**src/rtl/cic_pkg.sv**
```systemverilog
// Shared types and helpers for the selectable-rate CIC interpolator.
// Assumes only the two factors 3 and 4 are ever requested.
package cic_pkg;

    typedef enum logic {
        RATE_3 = 1'b0,
        RATE_4 = 1'b1
    } rate_e;

    localparam int RATE_LO = 3;
    localparam int RATE_HI = 4;

    // Upsampling factor for a rate code.
    function automatic int rate_factor(rate_e r);
        return (r == RATE_4) ? RATE_HI : RATE_LO;
    endfunction

    // Rounded 2^shift / R^(stages-1): the gain-normalising multiplier.
    function automatic int norm_gain(rate_e r, int stages, int shift);
        int g;
        g = 1;
        for (int s = 0; s < stages - 1; s++) g = g * rate_factor(r);
        return ((1 << shift) + g / 2) / g;
    endfunction

endpackage

```
**src/rtl/cic_comb_chain.sv**
```systemverilog
// Comb section for one channel: N first-difference stages that advance only
// on input-slot ticks, followed by a zero-stuffing output register.
// Assumes din is already sign-extended to the accumulator width.
module cic_comb_chain #(
    parameter int W = 16,
    parameter int N = 3
) (
    input  logic         clk,
    input  logic         rst_n,
    input  logic         clr,
    input  logic         tick,
    input  logic [W-1:0] din,
    output logic [W-1:0] dout
);

    logic [N-1:0][W-1:0] dly;
    logic [W-1:0]        stg [N+1];

    // Chain of differences between the current value and the stored one.
    always_comb begin
        stg[0] = din;
        for (int j = 0; j < N; j++) stg[j+1] = stg[j] - dly[j];
    end

    // Store each stage input on a slot tick, hold it otherwise.
    always_ff @(posedge clk) begin
        if (!rst_n || clr) begin
            dly <= '0;
        end else if (tick) begin
            for (int j = 0; j < N; j++) dly[j] <= stg[j];
        end
    end

    // Zero-stuffing: emit the comb result on a tick cycle, zero elsewhere.
    always_ff @(posedge clk) begin
        if (!rst_n || clr) dout <= '0;
        else               dout <= tick ? stg[N] : '0;
    end

    // comb state must not move on non-slot cycles.
    p_comb_hold_r7: assert property (@(posedge clk) disable iff (!rst_n)
        (!tick && !clr) |=> $stable(dly));

endmodule

```
**src/rtl/cic_integ_chain.sv**
```systemverilog
// Integrator section for one channel: N running sums at the high rate.
// Assumes wraparound arithmetic; the final sum fits W bits by sizing.
module cic_integ_chain #(
    parameter int W = 16,
    parameter int N = 3
) (
    input  logic         clk,
    input  logic         rst_n,
    input  logic         clr,
    input  logic [W-1:0] din,
    output logic [W-1:0] dout
);

    logic [N-1:0][W-1:0] acc;

    // Each stage accumulates the previous stage's registered value.
    always_ff @(posedge clk) begin
        if (!rst_n || clr) begin
            acc <= '0;
        end else begin
            for (int j = 0; j < N; j++) begin
                if (j == 0) acc[j] <= acc[j] + din;
                else        acc[j] <= acc[j] + acc[j-1];
            end
        end
    end

    assign dout = acc[N-1];

    // a clear request empties every integrator on the next cycle.
    p_integ_clear_r8: assert property (@(posedge clk) disable iff (!rst_n)
        clr |=> (acc == '0));

endmodule

```
**src/rtl/cic_gain_norm.sv**
```systemverilog
// Gain normalisation for one channel: multiply by a rate-dependent constant,
// add half an LSB, arithmetic shift and truncate to the output width.
// Assumes the normalised value fits W_OUT bits for in-range inputs.
module cic_gain_norm
    import cic_pkg::*;
#(
    parameter int W_ACC = 16,
    parameter int W_OUT = 12,
    parameter int N     = 3,
    parameter int SHIFT = 12
) (
    input  logic                    clk,
    input  logic                    rst_n,
    input  logic                    clr,
    input  rate_e                   rate,
    input  logic        [W_ACC-1:0] acc,
    output logic signed [W_OUT-1:0] dout
);

    localparam int KW = SHIFT + 2;
    localparam int MW = W_ACC + KW;

    logic signed [KW-1:0] kmul;
    logic signed [MW-1:0] prod;
    logic signed [MW-1:0] rnd;

    // Select the multiplier for the active rate and form the rounded product.
    always_comb begin
        kmul = (rate == RATE_4) ? KW'(norm_gain(RATE_4, N, SHIFT))
                                : KW'(norm_gain(RATE_3, N, SHIFT));
        prod = MW'($signed(acc)) * MW'(kmul);
        rnd  = prod + (MW'(1) <<< (SHIFT - 1));
    end

    // Register the shifted result.
    always_ff @(posedge clk) begin
        if (!rst_n || clr) dout <= '0;
        else               dout <= W_OUT'(rnd >>> SHIFT);
    end

endmodule

```
**src/rtl/cic_interp_iq.sv**
```systemverilog
// Dual-channel CIC interpolator, factor 3 or 4 chosen at run time.
// Owns the slot phase counter and the rate register, and drives one
// comb / integrator / normaliser lane per channel.
// Assumes one input sample per slot; a rate change flushes all state.
module cic_interp_iq
    import cic_pkg::*;
#(
    parameter int W_IN       = 12,
    parameter int STAGES     = 3,
    parameter int NORM_SHIFT = 12
) (
    input  logic                   clk,
    input  logic                   rst_n,
    input  logic                   rate_sel,
    input  logic                   in_valid,
    input  logic signed [W_IN-1:0] in_i,
    input  logic signed [W_IN-1:0] in_q,
    output logic signed [W_IN-1:0] out_i,
    output logic signed [W_IN-1:0] out_q
);

    localparam int R_MAX  = RATE_HI;
    localparam int GROWTH = (STAGES - 1) * $clog2(R_MAX);
    localparam int W_ACC  = W_IN + GROWTH;
    localparam int PH_W   = $clog2(R_MAX);
    localparam int N_CH   = 2;

    rate_e             rate_q;
    logic [PH_W-1:0]   phase;
    logic [PH_W-1:0]   phase_last;
    logic              rate_chg;
    logic              tick;

    logic signed [W_IN-1:0] ch_in  [N_CH];
    logic signed [W_IN-1:0] ch_out [N_CH];

    assign rate_chg   = (rate_e'(rate_sel) != rate_q);
    assign tick       = (phase == '0) && !rate_chg;
    assign phase_last = PH_W'(rate_factor(rate_q) - 1);

    // Track the active rate and step the slot phase, restarting on a change.
    always_ff @(posedge clk) begin
        if (!rst_n) begin
            rate_q <= rate_e'(rate_sel);
            phase  <= '0;
        end else if (rate_chg) begin
            rate_q <= rate_e'(rate_sel);
            phase  <= '0;
        end else begin
            phase  <= (phase == phase_last) ? '0 : phase + 1'b1;
        end
    end

    assign ch_in[0] = in_i;
    assign ch_in[1] = in_q;

    for (genvar c = 0; c < N_CH; c++) begin : g_lane
        logic [W_ACC-1:0] smp;
        logic [W_ACC-1:0] stuffed;
        logic [W_ACC-1:0] sum;

        // Missing sample in a slot enters as zero.
        assign smp = in_valid ? W_ACC'(ch_in[c]) : '0;

        cic_comb_chain #(.W(W_ACC), .N(STAGES)) u_comb (
            .clk(clk), .rst_n(rst_n), .clr(rate_chg), .tick(tick),
            .din(smp), .dout(stuffed));

        cic_integ_chain #(.W(W_ACC), .N(STAGES)) u_integ (
            .clk(clk), .rst_n(rst_n), .clr(rate_chg),
            .din(stuffed), .dout(sum));

        cic_gain_norm #(.W_ACC(W_ACC), .W_OUT(W_IN), .N(STAGES),
                        .SHIFT(NORM_SHIFT)) u_norm (
            .clk(clk), .rst_n(rst_n), .clr(rate_chg), .rate(rate_q),
            .acc(sum), .dout(ch_out[c]));
    end

    assign out_i = ch_out[0];
    assign out_q = ch_out[1];

    // reset drives both outputs to zero.
    p_reset_zero_r1: assert property (@(posedge clk)
        !rst_n |=> (out_i == '0 && out_q == '0));

    // a rate change zeroes both outputs on the following cycle.
    p_rate_clear_r8: assert property (@(posedge clk) disable iff (!rst_n)
        rate_chg |=> (out_i == '0 && out_q == '0));

    // slots are never on adjacent cycles.
    p_tick_gap_r2: assert property (@(posedge clk) disable iff (!rst_n)
        tick |=> !tick);

    // after a change the very next cycle is a slot.
    p_restart_slot_r2: assert property (@(posedge clk) disable iff (!rst_n)
        rate_chg |=> (phase == '0));

endmodule

```
**config.mk**
```make
export PLATFORM = sky130hd
export DESIGN_NAME = cic_interp_iq
export DESIGN_NICKNAME = d
export VERILOG_FILES = /design/src/rtl/cic_pkg.sv /design/src/rtl/cic_comb_chain.sv /design/src/rtl/cic_integ_chain.sv /design/src/rtl/cic_gain_norm.sv /design/src/rtl/cic_interp_iq.sv
export SDC_FILE = /design/constraint.sdc
export NUM_CORES = 1
export LEC_CHECK = 0
export ABC_AREA = 1
export BUFFER_PORTS_ARGS = -buffer_cell sky130_fd_sc_hd__buf_2
export CORE_ASPECT_RATIO = 0.6
export CORE_UTILIZATION = 61
export CTS_CLUSTER_DIAMETER = 30
export DETAILED_ROUTE_END_ITERATION = 16
export PLACE_DENSITY = 0.85
export REMOVE_ABC_BUFFERS = 1
export SYNTH_ARGS = -nofsm -noshare
export SYNTH_HDL_FRONTEND = slang
export SYNTH_SLANG_ARGS = --single-unit
```
**constraint.sdc**
```tcl
create_clock -name clk -period 6 [get_ports clk]
set_clock_uncertainty 0.2 [all_clocks]
set_input_delay 0.6 -clock clk [delete_from_list [all_inputs] [get_ports clk]]
set_output_delay 0.6 -clock clk [all_outputs]
set_load 0.05 [all_outputs]
```
# == Word-level counts from Yosys, hierarchy flattened ==
# Index checks and enable logic that the tools add are counted.
# word_totals
register_bits,251
latchBits,0
ram_bits,0
romBits,0
input_bits,28
mem_count,0
# op_classes
n_addsub,16
multipliers,2
div,0
order_cmp,0
n_eq_ne,3
shift,0
n_mux,6
bitwise,2
reduce_logical,7
# ops
cell,count
adder 16 bit,6
subtractor 16 bit,6
adder 24 x 13 -> 24 bit (second input constant),2
multiplier 16 x 10 -> 24 bit,2
2-to-1 mux 16 bit,2
2-to-1 mux 8 bit,1
OR reduction 3 bit,1
adder 2 x 1 -> 2 bit (second input constant),1
equality test 2 bit,1
zero test 1 bit,2
zero test 2 bit,1
2-to-1 mux 1 bit,2
2-to-1 mux 2 bit,1
inequality test 2 x 1 -> 1 bit (second input constant),1
NOT 1 bit,2
OR reduction 2 bit,1
subtractor 2 x 1 -> 2 bit (second input constant),1
logical AND 1 bit,1
logical OR 1 bit,1
inequality test 1 bit,1

# == Logic depth before layout (Yosys ltp) ==
# Gate-level depths: netlist of run 1.
# logic_depth
ltp_word,5
depth_mapped,31
depth_no_buf,30

# == By module ==
# A second synthesis of run 1 with hierarchy kept.
# hier_totals
hier_cells,3740
area_unflattened_um2,25693.4
# modules_own_cells
module,n_inst,cells_each,area_each_um2
cic_comb_chain,2,604,4344.2
cic_gain_norm (g_lane[1].u_norm),1,573,4247.8
cic_gain_norm (g_lane[0].u_norm),1,560,4179.0
cic_integ_chain (g_lane[0].u_integ),1,663,4122.7
cic_integ_chain (g_lane[1].u_integ),1,663,4095.2
cic_interp_iq,1,73,360.3

# == Worst setup path before layout of run 1 ==
# Ideal clock, no wire load.
# synth_path
path_kind,register to register
start,reg rate_q
end,reg g_lane[1].u_norm.dout[7]
setup_ns,0.115
t_arrival_ns,4.678
required_time_ns,5.685
setup_slack_ns,1.007
path_stages_with_launch,20
cell_sequence,edfxtp_1 -> clkbuf_1 -> clkbuf_1 -> nor2_1 -> ha_1 -> fa_1 -> inv_1 -> fa_1 -> fa_1 -> inv_1 -> fa_1 -> ha_1 -> nand2_1 -> o21ai_0 -> a21o_1 -> a21oi_1 -> o21ai_0 -> nand2_1 -> a21oi_1 -> nor2_1
# synth_between
elab_chain_cells,3
# synth_rtl
element,line_no,source
start: declaration,cic_interp_iq.sv:28,rate_e rate_q;
start signal: assignment,cic_interp_iq.sv:44,rate_q <= rate_e'(rate_sel);
start signal: assignment,cic_interp_iq.sv:47,rate_q <= rate_e'(rate_sel);
2-to-1 mux 8 bit,cic_gain_norm.sv:29,"kmul = (rate == RATE_4) ? KW'(norm_gain(RATE_4, N, SHIFT))"
multiplier 16 x 10 -> 24 bit,cic_gain_norm.sv:31,prod = MW'($signed(acc)) * MW'(kmul);
adder 24 x 13 -> 24 bit,cic_gain_norm.sv:32,rnd = prod + (MW'(1) <<< (SHIFT - 1));
end signal: assignment,cic_gain_norm.sv:38,else dout <= W_OUT'(rnd >>> SHIFT);
end: declaration,cic_gain_norm.sv:17,output logic signed [W_OUT-1:0] dout
# Several ways; a longest one is shown, not always the timed one.
# A chain may end at the register's enable or synchronous reset.

# == Worst setup path after layout of run 1 ==
# layout_path
start,reg rate_q
end,reg g_lane[1].u_norm.dout[10]
# Same word-level chain as after synthesis.

==> impl_metrics.csv, run 1 <==
group,metric,value,unit
run_status,status,"finished clean",
layout,fin_nets,3556,
setup_path,ff2ff_setup_slack,0.49,ns
synth,synth_edf_count,1,
setup_path,crit_top_cell,"nand2_1",
synth,synth_compound_area_frac,0.189,
floorplan,die_x,249,um
sta,fin_crit_sh,0.918,
detailed_routing,drt-initial-drc-count,1648,
synth,ys_async_sr_fraction,0,
sta,slew_viol_final,0,
worst_hold_path,hold_path_class,"in2reg",
clock_network,cts.sinks,243,
synth,synth_top_family_by_area,"adder cells",
detailed_routing,drc,0,
sta,worst_pin_slew,1.02,ns
power,p_leak,0.0127,uW
synth,synth.distinct_cells,47,
clock_network,numCtsBuffers,47,
synth,yosys.area_share.xor_xnor,0.0345,
power,p_int,5010,uW
power,peakVddDrop,0.000365,V
placed_design,hpwl,40600,um
setup_path,start_kind,"register",
global_routing,grt_pass1_vias,19671,
clock_network,htree_num_levels,2,
layout,syn_to_final_growth,10.8,%
sta,maxSlewHeadroom,0.320,
global_routing,grt_pass1_wl,90600,um
power,power_frac_seq,0.228,
detailed_routing,routed_wl,53500,um
layout,fin_cells,3561,
detailed_routing,vias,19985,
clock_network,cts_hold_buf,0,
detailed_routing,dr.pass1.iters,5,
clock_network,clk_pin_slew,0.05,ns
layout,final_core_util,0.697,
clock_network,cts_resized,0,
setup_path,path_max_fanout,24,
power,power.density,342,mW/mm^2
placed_design,gp_congestion,0.987,
setup_path,crit_slowest_cell,"fa_1",
floorplan,rows,53,
setup_path,critPathArrivalTime,5.77,ns
detailed_routing,ant_nets,0,
setup_path,critPathKind,"reg2reg",
synth,syn_area_per_cell,7.46,sq um
placed_design,dp_cells,3473,
synth,synth_area_leader_cell,"dfxtp_1",
global_routing,grt_use_total,0.290,
setup_path,crit_buf_inv,3,
sta,post-route-min-period,5.51,ns
sta,hold_viol,0,
sta,rsz0062_at_grt,"no",
synth,synthCells,2992,
floorplan,start_util,0.629,
power,power_frac_comb,0.439,
global_routing,grt_antenna_before_repair,1,
setup_path,critPathCaptureType,"register",
global_routing,grt-ovfl-total,0,
power,swShare,0.408,
synth,ys_seq_area_frac,0.218,
synth,ys_top_cells_by_area,"dfxtp_1 (22%), ha_1 (20%), fa_1 (10%)",
clock_network,cts_setup_buffers,0,
layout,fillers,2767,
sta,clock.fmax,182,MHz
synth,synth-simple-area-share,0.142,
detailed_routing,viasPerCell,5.61,
floorplan,io_pins,52,
clock_network,cts_tree,"built",
setup_path,worstPathCellList,"buf_4 > nor2_1 > ha_1 > fa_1 > inv_1 > fa_1 > fa_1 > fa_1 > inv_1 > ha_1 > nand2_1 > nor4_1 > nand3_1 > nand3_1 > nand2_1 > nand2_1 > nand2_1 > nand2_1 > nor2_1",
power,power.net_switching,3450,uW
clock_network,cts_buffer_depth,3,
setup_path,critical-path-top-delay-family,"adder cells",
floorplan,die_y,150,um
placed_design,numPortBuffers,51,
floorplan,die_area,0.0374,sq mm
sta,setup-violations-final,0,
synth,synth_adder_area_share,0.304,
detailed_routing,wire_per_inst,15.0,um
setup_path,slowest_delay,0.51,ns
clock_network,clockRootBuffer,"clkbuf_16",
synth,synthFlopType,"dfxtp_1",
synth,yosysMostFrequentCell,"inv_1",
synth,synth_common_cells,"inv_1 (596), nand2_1 (398), a21oi_1 (386)",
synth,yosysTopAreaCellShare,0.217,
synth,syn_area,0.0223,sq mm
layout,drive_gt1_frac,0.0592,
job,maxCapViolCount,0,
setup_path,required,6.26,ns
power,clkPwrFrac,0.332,
floorplan,core,0.0355,sq mm
global_routing,grt_max_degree,67,
synth,yosys_warnings,0,
clock_network,insertion_delay,0.56,ns
synth,synthMuxAreaShare,0.00101,
synth,ys_ff_latch,243,
-- power groups by stage --
stage / logic, uW / registers [uW] / clock network, uW
after global routing: 4150 / 1950 / 2920
final: 3720 / 1930 / 2810
after detailed placement: 3540 / 1960 / 0
after floorplan: 2760 / 1960 / 0
after global placement: 3390 / 1960 / 0
after CTS: 3620 / 1930 / 2840
-- flip-flops by register name, summed over array words and instances (netlist names) --
| register | cells |
|---|---|
| g_lane.u_integ.dout | 32 |
| rate_q | 1 |
| g_lane.u_integ.acc | 64 |
| phase | 2 |
| g_lane.u_comb.dly | 88 |
| g_lane.u_comb.dout | 32 |
| g_lane.u_norm.dout | 24 |
-- worst register-to-register path: cells and delay by family, from the launching register on --
family                   cells  cell delay, ns
adder cells (fa/ha/maj)      6            2.64
AND/OR/NAND/NOR             10            1.81
flip-flops                   1            0.40
buffers and inverters        3            0.35
-- metrics by stage --
stage	total power, uW	worst slack [ns]	hold slack [ns]	setup TNS [ns]	cell area (sq um)
floorplan	4710	-0.394	0.192	-27.46	22100
global placement	5350	0.626	0.201	0	23000
detailed placement	5500	0.474	0.219	0	23000
CTS	8380	0.571	0.0339	0	24700
global route	9020	0.223	0.0354	0	24700
finish	8460	0.491	0.0498	0	24700
-- final cells by class --
type,count,area (sq um),share of cell area
multi-input cells,2099,15000,0.606
flip-flops and latches,243,4870,0.197
inverters,603,2260,0.0915
clock buffers,55,1250,0.0504
well taps,467,584,0.0236
clock inverters,32,435,0.0176
repair buffers,61,330,0.0134
diodes,1,2.50,0.000101
-- path summary, 6_finish.rpt --
| kind | startpoint | endpoint | cells after the start |
|---|---|---|---|
| worst max register to register | rate_q | g_lane[1].u_norm.dout[10] | 19 |
| worst min register to register | phase[0] | phase[0] | 1 |
| worst min-delay path | rate_sel | rate_q | 1 |
| worst max-delay path | rate_q | g_lane[1].u_norm.dout[10] | 19 |
-- placed cells by master (no fill, tap or decap), drive strengths merged, types with 2 or more instances in the layout --
cell type / n
a221o: 2
a21o: 28
nor3: 19
inv: 609
o31ai: 7
clkinv: 12
a21boi: 14
o211ai: 13
or2: 21
xor2: 54
bufinv: 8
buf: 61
a31oi: 19
ha: 357
a211oi: 12
fa: 116
nor4: 5
clkbuf: 55
dfxtp: 242
xnor2: 31
o21bai: 11
clkinvlp: 6
mux2: 2
o21a: 28
nand4: 11
nor2: 204
nand2: 402
a21oi: 386
nand3: 102
nand3b: 3
a221oi: 5
o21ai: 243
-- cell families (layout without fill, tap and decap cells) --
family | count (synthesis) | after routing
and+or+nand+nor | 768 | 768
DFF | 243 | 243
adders and majority gates | 473 | 473
other | 0 | 1
xor gates and xnor gates | 85 | 85
buffers and inverters | 650 | 751
muxes | 2 | 2
AOI/OAI and AO/OA | 771 | 771
-- metal layers --
| layer | global-route usage | vias to the layer above | routed length (um) |
|---|---|---|---|
| met5 | 0 | - | 0 |
| met1 | 0.386 | 9299 | 24500 |
| li1 | - | 9939 | - |
| met2 | 0.487 | 648 | 24000 |
| met4 | 0.0764 | 0 | 1120 |
| met3 | 0.0498 | 99 | 3930 |
Power figures use the tool's default switching activity.
==> run 2: changes to the inputs <==
- SYNTH_HIERARCHICAL: unset -> 1
- TNS_END_PERCENT: unset -> 100
==> run 2 against run 1 <==
Effect of this change: first-iteration DRC count grew 14%; sequential power is essentially flat; clock power grew 5%; critical endpoint is now g_lane[0].u_norm/dout[10]; largest cell class unchanged.
==> impl_metrics.csv, run 2 <==
group,metric,value,unit
run_status,status,"finished clean",
detailed_routing,wl_met3,5230,um
layout,final_cell_mix,"nand2_1 (812), inv_1 (789), ha_1 (361)",
placed_design,hpwl,44200,um
global_routing,grt_use_total,0.278,
floorplan,die_y,161,um
floorplan,die_x,267,um
setup_path,path_max_fanout,13,
detailed_routing,wire_per_inst,13.2,um
placed_design,gp_congestion,0.980,
detailed_routing,dr.pass1.iters,6,
setup_path,r2r-end,"g_lane[0].u_norm/dout[10]",
synth,ys_seq_area_frac,0.196,
clock_network,htree_num_levels,2,
job,maxCapViolCount,0,
sta,tns,0,ns
floorplan,rows,57,
clock_network,cts.sinks,251,
setup_path,r2r.worst_path.cells,20,
layout,layout_commonest_cell,"nand2_1",
floorplan,start_util,0.627,
synth,syn_area,0.0257,sq mm
layout,seqCellArea,0.00503,sq mm
global_routing,grt_antenna_before_repair,1,
synth,syn_area_per_cell,6.87,sq um
synth,synthCells,3740,
synth,synth.distinct_cells,51,
floorplan,core,0.0410,sq mm
global_routing,grt_pass1_wl,101000,um
synth,synthFlopType,"dfxtp_1",
detailed_routing,drc,0,
setup_path,critPathKind,"reg2reg",
sta,rsz0062_at_grt,"no",
setup_path,critPathCaptureType,"register",
layout,fillers,3356,
placed_design,numPortBuffers,51,
setup_path,critPathArrivalTime,5.80,ns
sta,post-route-min-period,5.54,ns
power,peakVddDrop,0.000357,V
synth,ys_async_sr_fraction,0,
synth,ys_top_cells_by_area,"dfxtp_1 (19%), ha_1 (18%), nand2_1 (12%)",
clock_network,cts_resized,0,
detailed_routing,ant_nets,0,
detailed_routing,viasPerCell,5.19,
clock_network,cts_buffer_depth,3,
floorplan,die_area,0.0430,sq mm
clock_network,cts_setup_buffers,0,
clock_network,clockRootBuffer,"clkbuf_16",
global_routing,grt_pass1_vias,21763,
global_routing,grt_max_degree,62,
power,swShare,0.402,
clock_network,cts_hold_buf,0,
clock_network,numCtsBuffers,50,
worst_hold_path,min-delay-start,"rate_sel",
synth,yosysTopAreaCellShare,0.195,
detailed_routing,drt-initial-drc-count,1883,
worst_hold_path,min_path_cells,1,
detailed_routing,wl_met2,23300,um
detailed_routing,vias,22666,
power,power.density,308,mW/mm^2
setup_path,required,6.26,ns
synth,ys_ff_latch,251,
global_routing,grt-ovfl-total,0,
power,p_leak,0.0155,uW
sta,worst_pin_slew,1.01,ns
layout,largest_register,"g_lane.u_comb/dly",
sta,fin_crit_sh,0.923,
power,power_frac_comb,0.434,
power,power.net_switching,3470,uW
synth,synth_common_cells,"nand2_1 (812), inv_1 (789), ha_1 (361)",
power,p_int,5150,uW
power,power_frac_seq,0.222,
detailed_routing,top_layer_used,"met4",
layout,fin_nets,4274,
synth,yosys_warnings,6,
worst_hold_path,hold_path_class,"in2reg",
sta,clock.fmax,181,MHz
floorplan,io_pins,52,
setup_path,start_kind,"register",
layout,drive_gt1_frac,0.0921,
synth,synth_edf_count,1,
clock_network,insertion_delay,0.58,ns
layout,final_core_util,0.683,
sta,hold_viol,0,
synth,yosysMostFrequentCell,"nand2_1",
worst_hold_path,min_to,"rate_q",
layout,multi_input_area,0.0171,sq mm
detailed_routing,routed_wl,57700,um
sta,slew_viol_final,0,
layout,largest_reg_flops,96,
clock_network,cts_tree,"built",
setup_path,ff2ff_setup_slack,0.46,ns
layout,reg.largest.list,"g_lane.u_comb/dly: 96 flops, g_lane.u_integ/acc: 64 flops",
synth,synth_area_leader_cell,"dfxtp_1",
setup_path,regToRegStartpoint,"rate_q",
clock_network,clk_pin_slew,0.05,ns
sta,setup-violations-final,0,
sta,maxSlewHeadroom,0.322,
layout,syn_to_final_growth,8.99,%
power,clkPwrFrac,0.344,
detailed_routing,met1_length,28400,um
## run 2: changes by cell type in the layout (fill, tap and decap cells not counted), moves of 56 or more
cell / before / now
a21oi_1: 386 / 314
inv_1: 596 / 789
nand2_1: 398 / 812
nand2_2: 2 / 71
nand3_1: 102 / 158
nor2_1: 201 / 292
o21ai_0: 228 / 147
## run 2: through the flow
step	std cells	worst slack [ns]	cell area, sq um	hold slack [ns]	total power, uW
2_1_floorplan	3660	0.814	25200	0.211	4780
3_3_place_gp	4277	0.628	26200	0.227	5410
3_5_place_dp	4277	0.397	26200	0.236	5500
4_1_cts	4370	0.371	28000	0.0392	8570
5_1_grt	4370	0.0491	28000	0.0436	9220
6_report	4371	0.462	28000	0.0581	8610
## run 2: worst max path at each step
stage	slack, ns	end	startpoint
final	0.46	g_lane[0].u_norm/dout[10]	rate_q
after global routing	0.05	g_lane[0].u_norm/dout[11]	rate_q
after CTS	0.37	g_lane[0].u_norm/dout[11]	rate_q
after detailed placement	0.40	g_lane[0].u_norm/dout[11]	rate_q
after global placement	0.63	g_lane[0].u_norm/dout[10]	rate_q
after floorplan	0.81	g_lane[0].u_norm/dout[10]	rate_q
## run 2: critical path, cell delays in order (launching register included)
cell and delay, ns:
edfxtp_1 0.64, inv_1 0.30, nand2_2 0.37, clkinvlp_4 0.39, ha_1 0.39, ha_1 0.29
inv_1 0.07, fa_1 0.44, fa_1 0.54, inv_1 0.05, fa_1 0.47, ha_1 0.37
nand2_1 0.13, inv_2 0.08, nand3_1 0.10, nor2_1 0.17, nand3_1 0.10, nand3_1 0.12
nand2_1 0.07, nand2_1 0.07, nor2_1 0.05
## run 2: cells by family (layout without fill, tap and decap cells)
group / Yosys count / in the layout / synth area share
mux: 1 / 1 / 0.000438
simple gates: 1456 / 1456 / 0.249
flops: 251 / 251 / 0.196
xor+xnor: 80 / 80 / 0.0273
other cells: 0 / 1 / 0
compound gates: 575 / 575 / 0.122
fa+ha+maj: 477 / 477 / 0.266
buf+inv: 900 / 970 / 0.139
## run 2: area by class of cell
| cell class | count | share of cell area |
|---|---|---|
| tap | 560 | 0.0250 |
| timing repair buffer | 57 | 0.0107 |
| antenna | 1 | 0.0000894 |
| inverter | 820 | 0.110 |
| clock buffer | 59 | 0.0477 |
| multi-input combinational | 2589 | 0.610 |
| sequential | 251 | 0.180 |
| clock inverter | 34 | 0.0163 |
## run 2: routing by layer
layer / vias up / global-route usage
li1: 11748 / -
met1: 10126 / 0.406
met2: 707 / 0.418
met3: 85 / 0.0616
met4: 0 / 0.0567
met5: - / 0
## run 2: power by group through the flow
stage	clock network, uW	registers [uW]	logic (uW)
5_1_grt	3100	1930	4190
2_1_floorplan	0	1940	2840
3_5_place_dp	0	1950	3550
3_3_place_gp	0	1940	3470
6_report	2960	1920	3740
4_1_cts	3010	1920	3650
